## src/rtl/wdg_pkg.sv

```systemverilog
package wdg_pkg;
  // control frame offsets (kick frame has a single register at 0)
  localparam int A_CS    = 'h000;
  localparam int A_OFFLO = 'h008;
  localparam int A_OFFHI = 'h00C;
  localparam int A_CMPLO = 'h010;
  localparam int A_CMPHI = 'h014;
  localparam int A_ID    = 'hFCC;
  localparam int A_KICK  = 'h000;

  localparam logic [31:0] ID_VALUE = 32'h0001043B;

  localparam int EN_BIT = 0;
  localparam int S1_BIT = 1;
  localparam int S2_BIT = 2;

  typedef struct packed {
    logic kick;
    logic cs;
    logic offlo;
    logic offhi;
    logic cmplo;
    logic cmphi;
  } wr_strobe_t;

  typedef enum logic [2:0] {
    RS_NONE, RS_CS, RS_OFFLO, RS_OFFHI, RS_CMPLO, RS_CMPHI, RS_ID
  } rd_sel_t;
endpackage

```

## src/rtl/wdg_decode.sv

```systemverilog
module wdg_decode
  import wdg_pkg::*;
#(
  parameter int ADDR_W = 12
) (
  input  logic              req_valid,
  input  logic              req_write,
  input  logic              req_frame,
  input  logic [ADDR_W-1:0] req_addr,
  output wr_strobe_t        wr,
  output rd_sel_t           rd_sel,
  output logic              any_wr
);
  logic aligned;
  assign aligned = (req_addr[1:0] == 2'b00);

  always_comb begin
    wr     = '0;
    rd_sel = RS_NONE;
    if (req_valid && aligned) begin
      if (req_frame) begin
        if (req_write && req_addr == ADDR_W'(A_KICK)) wr.kick = 1'b1;
      end else begin
        case (req_addr)
          ADDR_W'(A_CS):    if (req_write) wr.cs    = 1'b1; else rd_sel = RS_CS;
          ADDR_W'(A_OFFLO): if (req_write) wr.offlo = 1'b1; else rd_sel = RS_OFFLO;
          ADDR_W'(A_OFFHI): if (req_write) wr.offhi = 1'b1; else rd_sel = RS_OFFHI;
          ADDR_W'(A_CMPLO): if (req_write) wr.cmplo = 1'b1; else rd_sel = RS_CMPLO;
          ADDR_W'(A_CMPHI): if (req_write) wr.cmphi = 1'b1; else rd_sel = RS_CMPHI;
          ADDR_W'(A_ID):    if (!req_write) rd_sel = RS_ID;
          default: ;
        endcase
      end
    end
  end

  assign any_wr = |wr;
endmodule

```

## src/rtl/wdg_deadline.sv

```systemverilog
module wdg_deadline
  import wdg_pkg::*;
#(
  parameter int CNT_W  = 64,
  parameter int OFF_W  = 48,
  parameter int DATA_W = 32
) (
  input  logic                    clk,
  input  logic                    rst,
  input  wr_strobe_t              wr,
  input  logic [DATA_W-1:0]       wdata,
  input  logic [CNT_W-1:0]        count,
  input  logic                    rearm,
  output logic [DATA_W-1:0]       off_lo,
  output logic [OFF_W-DATA_W-1:0] off_hi,
  output logic [CNT_W-1:0]        cmp,
  output logic                    hit
);
  localparam int HI_W  = OFF_W - DATA_W;
  localparam int CHI_W = CNT_W - DATA_W;

  logic [OFF_W-1:0] off_next;
  logic             reload;

  always_comb begin
    off_next = {off_hi, off_lo};
    if (wr.offlo) off_next = {off_hi, wdata};
    if (wr.offhi) off_next = {wdata[HI_W-1:0], off_lo};
  end

  assign reload = wr.kick | wr.offlo | wr.offhi | rearm;

  always_ff @(posedge clk) begin
    if (rst) begin
      off_lo <= '0;
      off_hi <= '0;
    end else begin
      if (wr.offlo) off_lo <= wdata;
      if (wr.offhi) off_hi <= wdata[HI_W-1:0];
    end
  end

  always_ff @(posedge clk) begin
    if (rst) begin
      cmp <= '0;
    end else if (reload) begin
      cmp <= count + CNT_W'(off_next);
    end else begin
      if (wr.cmplo) cmp[DATA_W-1:0]     <= wdata;
      if (wr.cmphi) cmp[CNT_W-1:DATA_W] <= wdata[CHI_W-1:0];
    end
  end

  assign hit = (count >= cmp);
endmodule

```

## src/rtl/wdg_stage.sv

```systemverilog
module wdg_stage (
  input  logic clk,
  input  logic rst,
  input  logic cs_wr,
  input  logic en_wdata,
  input  logic kick,
  input  logic hit,
  input  logic any_wr,
  output logic en,
  output logic s1,
  output logic s2,
  output logic rearm
);
  logic fire;

  // an accepted write owns the cycle; timeout is evaluated on the next one
  assign fire  = en && hit && !any_wr;
  assign rearm = fire && !s1;

  always_ff @(posedge clk) begin
    if (rst) begin
      en <= 1'b0;
      s1 <= 1'b0;
      s2 <= 1'b0;
    end else if (cs_wr) begin
      en <= en_wdata;
      if (!en_wdata) begin
        s1 <= 1'b0;
        s2 <= 1'b0;
      end
    end else if (kick) begin
      s1 <= 1'b0;
      s2 <= 1'b0;
    end else if (fire) begin
      if (!s1) s1 <= 1'b1;
      else     s2 <= 1'b1;
    end
  end
endmodule

```

## src/rtl/wdg_top.sv

```systemverilog
module wdg_top
  import wdg_pkg::*;
#(
  parameter int CNT_W  = 64,
  parameter int OFF_W  = 48,
  parameter int DATA_W = 32,
  parameter int ADDR_W = 12
) (
  input  logic              clk,
  input  logic              rst,
  input  logic [CNT_W-1:0]  sys_count,
  input  logic              req_valid,
  input  logic              req_write,
  input  logic              req_frame,
  input  logic [ADDR_W-1:0] req_addr,
  input  logic [DATA_W-1:0] req_wdata,
  output logic [DATA_W-1:0] rsp_rdata,
  output logic              rsp_valid,
  output logic              wd_irq,
  output logic              wd_rst_req
);
  localparam int HI_W = OFF_W - DATA_W;

  wr_strobe_t        wr;
  rd_sel_t           rd_sel;
  logic              any_wr;
  logic              en_q, s1_q, s2_q, rearm, hit;
  logic [DATA_W-1:0] off_lo;
  logic [HI_W-1:0]   off_hi;
  logic [CNT_W-1:0]  cmp;
  logic [DATA_W-1:0] rd_val;

  wdg_decode #(.ADDR_W(ADDR_W)) u_dec (
    .req_valid(req_valid), .req_write(req_write), .req_frame(req_frame),
    .req_addr(req_addr), .wr(wr), .rd_sel(rd_sel), .any_wr(any_wr)
  );

  wdg_deadline #(.CNT_W(CNT_W), .OFF_W(OFF_W), .DATA_W(DATA_W)) u_dl (
    .clk(clk), .rst(rst), .wr(wr), .wdata(req_wdata), .count(sys_count),
    .rearm(rearm), .off_lo(off_lo), .off_hi(off_hi), .cmp(cmp), .hit(hit)
  );

  wdg_stage u_stg (
    .clk(clk), .rst(rst), .cs_wr(wr.cs), .en_wdata(req_wdata[EN_BIT]),
    .kick(wr.kick), .hit(hit), .any_wr(any_wr),
    .en(en_q), .s1(s1_q), .s2(s2_q), .rearm(rearm)
  );

  always_comb begin
    rd_val = '0;
    case (rd_sel)
      RS_CS: begin
        rd_val[EN_BIT] = en_q;
        rd_val[S1_BIT] = s1_q;
        rd_val[S2_BIT] = s2_q;
      end
      RS_OFFLO: rd_val = off_lo;
      RS_OFFHI: rd_val = DATA_W'(off_hi);
      RS_CMPLO: rd_val = cmp[DATA_W-1:0];
      RS_CMPHI: rd_val = cmp[CNT_W-1:DATA_W];
      RS_ID:    rd_val = ID_VALUE;
      default:  rd_val = '0;
    endcase
  end

  always_ff @(posedge clk) begin
    if (rst) begin
      rsp_rdata <= '0;
      rsp_valid <= 1'b0;
    end else begin
      rsp_valid <= req_valid && !req_write;
      if (req_valid && !req_write) rsp_rdata <= rd_val;
    end
  end

  assign wd_irq     = s1_q;
  assign wd_rst_req = s2_q;
endmodule

```

## config.mk

```make
export PLATFORM = sky130hd
export DESIGN_NAME = wdg_top
export DESIGN_NICKNAME = d
export VERILOG_FILES = /design/src/rtl/wdg_pkg.sv /design/src/rtl/wdg_decode.sv /design/src/rtl/wdg_deadline.sv /design/src/rtl/wdg_stage.sv /design/src/rtl/wdg_top.sv
export SDC_FILE = /design/constraint.sdc
export NUM_CORES = 1
export LEC_CHECK = 0
export ABC_CLOCK_PERIOD_IN_PS = 8500
export BUFFER_PORTS_ARGS = -buffer_cell sky130_fd_sc_hd__buf_2
export CORE_UTILIZATION = 40
export CTS_CLUSTER_SIZE = 30
export DETAILED_ROUTE_END_ITERATION = 10
export MAX_ROUTING_LAYER = met4
export PLACE_DENSITY = 0.61
export SLEW_MARGIN = 30
export SYNTH_ARGS = -nofsm -noshare
export SYNTH_HDL_FRONTEND = slang
export SYNTH_SLANG_ARGS = --single-unit
```

## constraint.sdc

```tcl
create_clock -name clk -period 8.5 [get_ports clk]
set_input_delay 1.275 -clock clk [delete_from_list [all_inputs] [get_ports clk]]
set_output_delay 1.275 -clock clk [all_outputs]
set_load 0.1 [all_outputs]
```

==> impl_metrics.prom <==
# TYPE chip_impl_metric gauge
chip_impl_metric{name="headroom_to_the_max_slew_limit",unit="%"} 36.5
chip_impl_metric{name="floorplan.die.width",unit="um"} 172
chip_impl_info{name="critical_path.endpoint_type",value="flip-flop"} 1
chip_impl_metric{name="ff_latch_area",unit="um2"} 2960
chip_impl_metric{name="worst-path-max-fanout",unit=""} 17
chip_impl_metric{name="worst_skew_pair_latency",unit="ns"} 0.44
chip_impl_metric{name="first_iter_violations",unit=""} 1173
chip_impl_metric{name="htree_levels",unit=""} 4
chip_impl_metric{name="cap_viol_max_count",unit=""} 0
chip_impl_metric{name="rrSetupSlack",unit="ns"} 3.71
chip_impl_metric{name="chipHeight",unit="um"} 172
chip_impl_metric{name="grt_start_max_net_pins",unit=""} 77
chip_impl_metric{name="synthDistinctLibCells",unit=""} 72
chip_impl_metric{name="worst_pin_slew",unit="ns"} 0.951
chip_impl_metric{name="finalSetupTns",unit="ns"} 0
chip_impl_metric{name="final_net_count",unit=""} 1789
chip_impl_metric{name="number_of_enable_flip_flop_cells_after_synthesis",unit=""} 0
chip_impl_metric{name="io-pin-count",unit=""} 148
chip_impl_metric{name="route.vias.total",unit=""} 11500
chip_impl_metric{name="numClockSinks",unit=""} 148
chip_impl_metric{name="post_drt_via_cell_ratio",unit=""} 5.89
chip_impl_info{name="tritoncts",value="yes"} 1
chip_impl_info{name="crit-reg2reg-capture",value="u_dl.cmp[29]"} 1
chip_impl_metric{name="path_clk_slew",unit="ns"} 0.07
chip_impl_metric{name="fp-row-count",unit=""} 61
chip_impl_metric{name="floorplan.initialDensity",unit="%"} 41.0
chip_impl_metric{name="cellLeakagePower",unit="uW"} 0.00556
chip_impl_metric{name="worst-endpoint-arrival",unit="ns"} 6.55
chip_impl_metric{name="drt_pass1_iterations",unit=""} 7
chip_impl_metric{name="post_synth_inst_count",unit=""} 1466
chip_impl_metric{name="finalSetupViolCount",unit=""} 0
chip_impl_metric{name="cts_post_setup_buffers_inserted",unit=""} 0
chip_impl_metric{name="reg2reg_depth",unit=""} 12
chip_impl_metric{name="diodes",unit=""} 0
chip_impl_metric{name="utilization",unit="%"} 47.0
chip_impl_metric{name="syn-num-nets",unit=""} 1692
chip_impl_metric{name="groute.usage.overall",unit="%"} 28.2
chip_impl_info{name="crit_path_end",value="u_dl.cmp[44]"} 1
chip_impl_info{name="rsz_0062_raised_after_global_routing",value="false"} 1
chip_impl_metric{name="post_cts_hold_buffer_count",unit=""} 0
chip_impl_metric{name="grt_use_met2",unit="%"} 44.8
chip_impl_info{name="ys_dominant_reg_cell",value="dfxtp_1"} 1
chip_impl_info{name="reg2reg_from",value="u_dl.cmp[7]"} 1
chip_impl_info{name="worstSetupPathType",value="in2reg"} 1
chip_impl_metric{name="globalRouteMet3Util",unit="%"} 3.47
chip_impl_info{name="hold_path_class",value="reg2reg"} 1
chip_impl_metric{name="skew",unit="ns"} 0.0133
chip_impl_metric{name="syn_area",unit="um2"} 11500
chip_impl_metric{name="fill_cells",unit=""} 2954
chip_impl_metric{name="synth_seq_cells",unit=""} 148
chip_impl_metric{name="clockBufferDepth",unit=""} 2
chip_impl_metric{name="drcViolationCount",unit=""} 0
chip_impl_info{name="setup.worst_path.start_class",value="input pin"} 1
chip_impl_info{name="clock_tree.root_cell",value="clkbuf_16"} 1
chip_impl_metric{name="post_cts.resized_instances",unit=""} 0
chip_impl_metric{name="area_growth",unit="%"} 14.6
chip_impl_metric{name="final_layout_size_suffix_gt1_share",unit="%"} 16.6
chip_impl_metric{name="syn_avg_cell_area",unit="um2"} 7.86
chip_impl_metric{name="final_antenna_net_count",unit=""} 0
chip_impl_metric{name="share_of_async_settable_or_async_resettable_flops_after_synthesis",unit="%"} 0
chip_impl_info{name="layout.cells.most_common",value="nand2_1"} 1
chip_impl_metric{name="tritoncts_buffers",unit=""} 17
chip_impl_metric{name="ys_warn_count",unit=""} 0
chip_impl_metric{name="design.core.area",unit="um2"} 28100
chip_impl_metric{name="max_freq",unit="MHz"} 161
chip_impl_metric{name="placed_cells",unit=""} 1922
chip_impl_metric{name="grt_antenna_before_repair",unit=""} 0
chip_impl_metric{name="finalHoldViolCount",unit=""} 0
chip_impl_metric{name="power_density",unit="nW/um2"} 132
chip_impl_info{name="result_of_the_run",value="completed"} 1
chip_impl_metric{name="share_of_the_cycle_needed_by_the_critical_path_after_routing",unit="%"} 73.0
chip_impl_metric{name="worst_hold_slack",unit="ns"} 0.456
chip_impl_metric{name="io_buffer_count",unit=""} 147
chip_impl_metric{name="area_taken_by_multi_input_logic_gates",unit="um2"} 7920
chip_impl_metric{name="total_power_after_layout",unit="uW"} 1750
chip_impl_metric{name="synth_seq_area_share",unit="%"} 25.7
chip_impl_metric{name="use_met1",unit="%"} 37.2
chip_impl_info{name="mostFrequentLayoutCells",value="173 x nand2_1, 148 x dfxtp_1, 146 x buf_2"} 1
chip_impl_metric{name="via_count_of_the_first_global_routing_pass",unit=""} 11000
chip_impl_metric{name="grt_first_pass_wirelength",unit="um"} 61900
chip_impl_info{name="timing.critical_path.from",value="req_addr[8]"} 1
chip_impl_metric{name="wl_per_instance",unit="um"} 20.6
chip_impl_metric{name="overflow",unit=""} 0
chip_impl_metric{name="slew_viol_final",unit=""} 0
chip_impl_metric{name="peakVddDrop",unit="mV"} 0.110
chip_impl_metric{name="cp.required",unit="ns"} 8.85
chip_impl_metric{name="route.final.wire_length",unit="um"} 40200
chip_impl_info{name="busiest_layer",value="met2"} 1
chip_impl_metric{name="dpl.hpwl",unit="um"} 29500
chip_impl_metric{name="place_congestion",unit=""} 0.963
chip_impl_metric{name="layoutNonFillerInstCount",unit=""} 1954
chip_impl_metric{name="die_area",unit="um2"} 29500
chip_impl_metric{name="period_needed",unit="ns"} 6.20
cells in the mapped netlist, types with 5 or more instances:
library cell,instances,area (um2)
nor2b_1,62,388
xnor2_1,33,289
nor3_1,20,100
a222oi_1,25,250
xor2_1,18,158
a211oi_1,45,338
nor2_1,116,435
mux2_2,48,541
o21a_1,10,75.1
clkbuf_1,63,236
nand3_1,31,155
and3_1,21,131
a21o_1,40,300
o211ai_1,6,45.0
ha_1,112,1400
buf_2,10,50.1
a21boi_0,5,37.5
a31oi_1,21,131
mux2i_1,34,340
a22oi_1,5,37.5
and4_1,7,61.3
dfxtp_1,148,2960
o21ai_0,88,440
a311oi_1,15,131
a221oi_1,7,61.3
nand4_1,19,119
nand2b_1,11,68.8
a21oi_1,104,521
a31o_2,5,43.8
nand2_1,173,649
inv_1,84,315
nand3b_1,5,37.5
o31ai_1,5,37.5
kinds of logic after synthesis:
logic type,after synthesis,synth area share [%]
AOI/OAI and AO/OA,414,23.9
DFF,148,25.7
muxes,82,7.65
and+or+nand+nor,491,20.5
xor gates and xnor gates,51,3.88
buffers and inverters,167,5.94
adders and majority gates,113,12.3
through the flow:
stage	worst slack [ns]	cell area (um2)
floorplan	2.87	11500
global placement	1.70	12500
detailed placement	1.83	12500
CTS	2.28	13200
global route	1.85	13200
finish	2.30	13200
metal layers:
layer / vias up / part of all wire [%]
met5: - / 0
met2: 408 / 46
met3: 48 / 5.4
met1: 5537 / 46
li1: 5517 / -
met4: 0 / 2.3
registers in the layout, summed over array words and instances, names as in the netlist:
name / count
u_stg.s1: 1
rsp_valid: 1
u_dl.off_lo: 32
u_dl.off_hi: 16
u_stg.s2: 1
u_stg.en: 1
rsp_rdata: 32
u_dl.cmp: 64
where the power goes:
group | internal, uW | switching (uW)
Sequential | 693 | 0.0542
Clock | 545 | 331
Combinational | 63.7 | 112
cell type report:
type,count,share of cell area [%]
Clock buffer,20,3.54
Clock inverter,12,1.52
Inverter,84,2.39
Multi-Input combinational cell,1151,60.0
Sequential cell,148,22.4
Tap cell,378,3.58
Timing Repair Buffer,161,6.54
how the worst min path moves through the flow:
stage	slack (ns)	startpoint	cells past startpoint	to
after floorplan	0.43	u_dl.off_hi[11]	2	rsp_rdata[11]
final	0.46	u_dl.off_hi[13]	2	rsp_rdata[13]
after global placement	0.44	u_dl.off_hi[15]	2	rsp_rdata[15]
after detailed placement	0.45	u_dl.off_hi[15]	2	rsp_rdata[15]
after CTS	0.45	u_dl.off_hi[13]	2	rsp_rdata[13]
after global routing	0.48	u_dl.off_hi[15]	2	rsp_rdata[15]
critical path: stages:
cell and delay (ns):
buf_2 0.11, or4_4 0.54, nor4_4 0.30, nand3_1 0.28, nor2_4 0.60, buf_16 0.24, mux2_2 0.18, ha_1 0.16
inv_1 0.05, fa_1 0.37, nand2b_1 0.20, a21o_1 0.22, a21oi_1 0.28, o21ba_2 0.22, o32ai_1 0.16, o41ai_1 0.72
a41oi_1 0.22, xor2_1 0.19, a211oi_1 0.23
(Power assumes the default switching activity.)
